==> src/rtl/lu_pkg.sv <==
package lu_pkg;
  localparam int unsigned RD_PORTS = 3;
  localparam int unsigned PORT_SRC_A = 0;
  localparam int unsigned PORT_SRC_B = 1;
  localparam int unsigned PORT_PTR   = 2;

  typedef struct packed {
    logic src_raw;
    logic dst_waw;
    logic sr_flag;
    logic ptr_raw;
  } hz_cause_t;
endpackage

==> src/rtl/lu_reg_cmp.sv <==
module lu_reg_cmp #(
  parameter int unsigned REG_W = 4,
  parameter int unsigned PORTS = 3
) (
  input  logic [REG_W-1:0]            ref_i,
  input  logic                        ref_ok_i,
  input  logic [PORTS-1:0][REG_W-1:0] idx_i,
  input  logic [PORTS-1:0]            use_i,
  output logic [PORTS-1:0]            hit_o
);
  for (genvar g = 0; g < PORTS; g++) begin : g_port
    assign hit_o[g] = ref_ok_i & use_i[g] & (idx_i[g] == ref_i);
  end
endmodule

==> src/rtl/lu_hazard_eval.sv <==
module lu_hazard_eval
  import lu_pkg::*;
(
  input  logic [RD_PORTS-1:0] rd_hit_i,
  input  logic                wr_hit_i,
  input  logic                sr_ok_i,
  input  logic                flag_rd_i,
  input  logic                is_load_i,
  input  logic                is_mac_i,
  output hz_cause_t           cause_o
);
  always_comb begin
    cause_o.src_raw = rd_hit_i[PORT_SRC_A] | rd_hit_i[PORT_SRC_B];
    // multiply-accumulate first pointer is exempt
    cause_o.ptr_raw = rd_hit_i[PORT_PTR] & ~is_mac_i;
    // same-destination load and mac pointer writeback are exempt
    cause_o.dst_waw = wr_hit_i & ~is_load_i & ~is_mac_i;
    cause_o.sr_flag = sr_ok_i & flag_rd_i;
  end
endmodule

==> src/rtl/lu_stall_ctl.sv <==
module lu_stall_ctl
  import lu_pkg::*;
#(
  parameter int unsigned TAIL_CYCLES = 1
) (
  input  logic      clk_i,
  input  logic      rst_ni,
  input  hz_cause_t cause_i,
  input  logic      mem_busy_i,
  output logic      stall_o,
  output logic      hold_o
);
  localparam int unsigned TAIL_W = $clog2(TAIL_CYCLES + 1);

  logic              hazard;
  logic [TAIL_W-1:0] tail_q;
  logic [TAIL_W-1:0] tail_d;

  assign hazard = |cause_i;

  always_comb begin
    tail_d = tail_q;
    if (hazard && !mem_busy_i)      tail_d = TAIL_W'(TAIL_CYCLES);
    else if (tail_q != '0)          tail_d = tail_q - 1'b1;
  end

  always_ff @(posedge clk_i or negedge rst_ni) begin
    if (!rst_ni) tail_q <= '0;
    else         tail_q <= tail_d;
  end

  assign stall_o = hazard | (tail_q != '0);
  assign hold_o  = cause_i.ptr_raw;
endmodule

==> src/rtl/load_use_interlock.sv <==
module load_use_interlock
  import lu_pkg::*;
#(
  parameter int unsigned NUM_REGS    = 16,
  parameter int unsigned TAIL_CYCLES = 1,
  localparam int unsigned REG_W      = $clog2(NUM_REGS)
) (
  input  logic             clk_i,
  input  logic             rst_ni,
  input  logic             ld_valid_i,
  input  logic [REG_W-1:0] ld_dst_i,
  input  logic             ld_dst_sr_i,
  input  logic             mem_busy_i,
  input  logic             ex_valid_i,
  input  logic [REG_W-1:0] ex_src_a_i,
  input  logic             ex_src_a_use_i,
  input  logic [REG_W-1:0] ex_src_b_i,
  input  logic             ex_src_b_use_i,
  input  logic [REG_W-1:0] ex_dst_i,
  input  logic             ex_dst_we_i,
  input  logic [REG_W-1:0] ex_ptr_i,
  input  logic             ex_ptr_use_i,
  input  logic             ex_flag_rd_i,
  input  logic             ex_is_load_i,
  input  logic             ex_is_mac_i,
  output logic             stall_o,
  output logic             agen_hold_o
);
  logic                           gpr_ok;
  logic                           sr_ok;
  logic [RD_PORTS-1:0][REG_W-1:0] rd_idx;
  logic [RD_PORTS-1:0]            rd_use;
  logic [RD_PORTS-1:0]            rd_hit;
  logic [0:0][REG_W-1:0]          wr_idx;
  logic [0:0]                     wr_use;
  logic [0:0]                     wr_hit;
  hz_cause_t                      cause;

  assign gpr_ok = ld_valid_i & ex_valid_i & ~ld_dst_sr_i;
  assign sr_ok  = ld_valid_i & ex_valid_i & ld_dst_sr_i;

  always_comb begin
    rd_idx[PORT_SRC_A] = ex_src_a_i;
    rd_use[PORT_SRC_A] = ex_src_a_use_i;
    rd_idx[PORT_SRC_B] = ex_src_b_i;
    rd_use[PORT_SRC_B] = ex_src_b_use_i;
    rd_idx[PORT_PTR]   = ex_ptr_i;
    rd_use[PORT_PTR]   = ex_ptr_use_i;
    wr_idx[0]          = ex_dst_i;
    wr_use[0]          = ex_dst_we_i;
  end

  lu_reg_cmp #(.REG_W(REG_W), .PORTS(RD_PORTS)) u_rd_cmp (
    .ref_i   (ld_dst_i),
    .ref_ok_i(gpr_ok),
    .idx_i   (rd_idx),
    .use_i   (rd_use),
    .hit_o   (rd_hit)
  );

  lu_reg_cmp #(.REG_W(REG_W), .PORTS(1)) u_wr_cmp (
    .ref_i   (ld_dst_i),
    .ref_ok_i(gpr_ok),
    .idx_i   (wr_idx),
    .use_i   (wr_use),
    .hit_o   (wr_hit)
  );

  lu_hazard_eval u_eval (
    .rd_hit_i (rd_hit),
    .wr_hit_i (wr_hit[0]),
    .sr_ok_i  (sr_ok),
    .flag_rd_i(ex_flag_rd_i),
    .is_load_i(ex_is_load_i),
    .is_mac_i (ex_is_mac_i),
    .cause_o  (cause)
  );

  lu_stall_ctl #(.TAIL_CYCLES(TAIL_CYCLES)) u_ctl (
    .clk_i     (clk_i),
    .rst_ni    (rst_ni),
    .cause_i   (cause),
    .mem_busy_i(mem_busy_i),
    .stall_o   (stall_o),
    .hold_o    (agen_hold_o)
  );
endmodule

==> config.mk <==
export PLATFORM = sky130hd
export DESIGN_NAME = load_use_interlock
export DESIGN_NICKNAME = d
export VERILOG_FILES = /design/src/rtl/lu_pkg.sv /design/src/rtl/lu_reg_cmp.sv /design/src/rtl/lu_hazard_eval.sv /design/src/rtl/lu_stall_ctl.sv /design/src/rtl/load_use_interlock.sv
export SDC_FILE = /design/constraint.sdc
export NUM_CORES = 1
export LEC_CHECK = 0
export ABC_AREA = 1
export BUFFER_PORTS_ARGS = -buffer_cell sky130_fd_sc_hd__buf_2
export CAP_MARGIN = 20
export CELL_PAD_IN_SITES_DETAIL_PLACEMENT = 1
export CELL_PAD_IN_SITES_GLOBAL_PLACEMENT = 1
export CORE_UTILIZATION = 17
export DETAILED_ROUTE_END_ITERATION = 16
export PLACE_DENSITY = 0.68
export SLEW_MARGIN = 5
export SYNTH_ARGS = -nofsm -noshare
export SYNTH_HDL_FRONTEND = slang
export SYNTH_SLANG_ARGS = --single-unit
==> constraint.sdc <==
create_clock -name clk_i -period 0.8 [get_ports clk_i]
set_input_delay 0.04 -clock clk_i [delete_from_list [all_inputs] [get_ports clk_i]]
set_output_delay 0.04 -clock clk_i [all_outputs]
set_load 0.1 [all_outputs]
==> results.json <==
{
  "run_status": "finished, violations left",
  "violations": "negative setup slack",
  "drt_iter0_drc": 4,
  "drv_slew": 0,
  "top_regs": "u_ctl.tail_q (1)",
  "layout_common_cells": "nand2_1 (28), buf_2 (25), inv_1 (12)",
  "required_ns": 0.76,
  "grt_pass1_wl_um": 2090,
  "dieArea_sq_um": 2330,
  "ios": 35,
  "finalPower_mw": 0.362,
  "cp_top_family": "simple AND/OR/NAND/NOR gates",
  "synth_cell_types": 14,
  "initial_core_util_pct": 18.4,
  "dieHeight_um": 48.3,
  "min_to": "u_ctl.tail_q$_DFF_PN0_",
  "nNetsFinal": 151,
  "regMostFlops": "u_ctl.tail_q",
  "drive_gt1_share_pct": 44.8,
  "num_antenna_cells": 0,
  "core_area_sq_um": 1980,
  "synth_warnings": 0,
  "min_from": "mem_busy_i",
  "crit_path_top_delay_cell": "or2_1",
  "grt_max_degree": 7,
  "grt.total_usage_pct": 12.7,
  "overflow": 0,
  "crit_path_end_kind": "primary output",
  "grt_pass1_vias": 534,
  "max_freq_mhz": 905,
  "worst_slew_pin_slew_ns": 0.180,
  "relSlewSlack_pct": 87.9,
  "p_comb_share_pct": 85.3,
  "p_leak_nw": 0.431,
  "routedWlPerCell_um": 10.4,
  "setup_ws_ns": -0.305,
  "antenna_found_initial": 0,
  "timing.setup.tns_ns": -0.694,
  "worstSetupStartpointType": "input port",
  "totalWireLength_um": 1490,
  "switching_share_pct": 43.8,
  "drv_cap": 0,
  "timing.hold.ws_ns": 0.195,
  "final_common_cell": "nand2_1",
  "place_area_sq_um": 606,
  "ys_ff_latch": 1,
  "hold_depth": 2,
  "fill_cells": 279,
  "final_hold_viol_count": 0,
  "netlist_instances": 78,
  "pwr-share-seq_pct": 14.7,
  "multiInputGateArea_sq_um": 303,
  "largest_reg_flops": 1,
  "avgViaCountPerCell": 4.09,
  "area_growth_pct": 91.4,
  "p_sw_mw": 0.158,
  "critPathArrivalTime_ns": 1.07,
  "hp-class": "input port to flop",
  "syn_area_sq_um": 364,
  "portBuffers": 34,
  "critical_path.max_stage_delay_ns": 0.22,
  "seqCellArea_sq_um": 25.0,
  "syn_nets": 111,
  "fin_crit_ns": 1.11,
  "seq_area_frac_synth_pct": 6.87,
  "path_class": "input port to primary output",
  "die_x_um": 48.3,
  "setup_viol": 3,
  "syn_area_per_cell_sq_um": 4.67,
  "powerDensity_nw_per_um2": 519,
  "path_cells": "buf_6, nand2_2, or2_1, nor2_1, nand3_1, nand2_1, inv_2, nand3b_1, buf_12",
  "postRouteAntennaNets": 0,
  "ir_drop_mv": 0.180,
  "post-route-period-util_pct": 138,
  "globalplace.congestion": 0.712,
  "clkPwrFrac_pct": 0,
  "path_max_fanout": 2,
  "firstDrtPassIters": 2,
  "critPathBufInv": 3,
  "vias": 585,
  "rsz0062_at_grt": "true",
  "p_int_mw": 0.203,
  "drc": 0,
  "clkTransAtPathRegs_ns": 0,
  "dpl.hpwl_um": 1290,
  "num_rows": 16,
  "postLayoutCellArea_sq_um": 697
}
per-stage QoR:
step / utilization, % / worst slack (ns) / instances
floorplan: - / -0.510 / 78
global placement: 30.6 / -0.255 / 140
global route: 35.2 / -0.415 / 143
CTS: 33.1 / -0.261 / 142
detailed placement: 30.6 / -0.295 / 140
finish: 35.2 / -0.305 / 143
final cells by class:
cell class	instances	share of cell area, %
inverters	17	9.52
multi-input cells	60	43.4
well taps	27	4.85
repair buffers	38	38.6
flip-flops and latches	1	3.59
what timing repair did:
action / CTS / global route
gates resized for setup: 11 / 11
hold buffers: 1 / 0
setup endpoints to repair: 3 / 3
hold endpoints to repair: 1 / 0
setup buffers: 1 / 1
pin swaps: 6 / 6
routing by layer:
metal  routed length, um  track usage, %
met1                 540            13.8
met2                 874            27.2
met3                  57               0
met4                  14            1.67
met5                   0               0
power by group through the flow:
stage | clock, mW | combinational, mW | sequential (mW)
after global placement | 0 | 0.259 | 0.0531
final | 0 | 0.309 | 0.0532
after global routing | 0 | 0.343 | 0.0533
after detailed placement | 0 | 0.269 | 0.0532
after floorplan | 0 | 0.128 | 0.0528
after CTS | 0 | 0.291 | 0.0532
how the worst max path moves through the flow:
stage	start	end	slack [ns]	cells after the start
floorplan	ld_valid_i	stall_o	-0.51	7
global placement	ld_dst_i[0]	stall_o	-0.26	10
finish	ld_valid_i	stall_o	-0.31	9
CTS	ex_is_load_i	stall_o	-0.26	8
global route	ld_valid_i	stall_o	-0.41	9
detailed placement	ld_dst_i[3]	stall_o	-0.30	10
synthesized netlist by cell type:
cell	number	area (sq um)
a21oi_2	1	8.76
xnor2_1	3	26.3
nand3b_1	2	15.0
o21ai_0	2	10.0
or2_1	1	6.26
nand3_1	6	30.0
inv_2	4	15.0
nand2_1	30	113
xor2_1	1	8.76
inv_1	13	48.8
dfrtp_1	1	25.0
nand4_1	1	6.26
nand2_2	1	6.26
nor2_1	12	45.0
kinds of logic after synthesis:
group	Yosys count	synth area share, %
compound gates	3	5.16
xor+xnor	4	9.62
buf+inv	17	17.5
flops	1	6.87
simple gates	53	60.8
(Power assumes the default switching activity.)
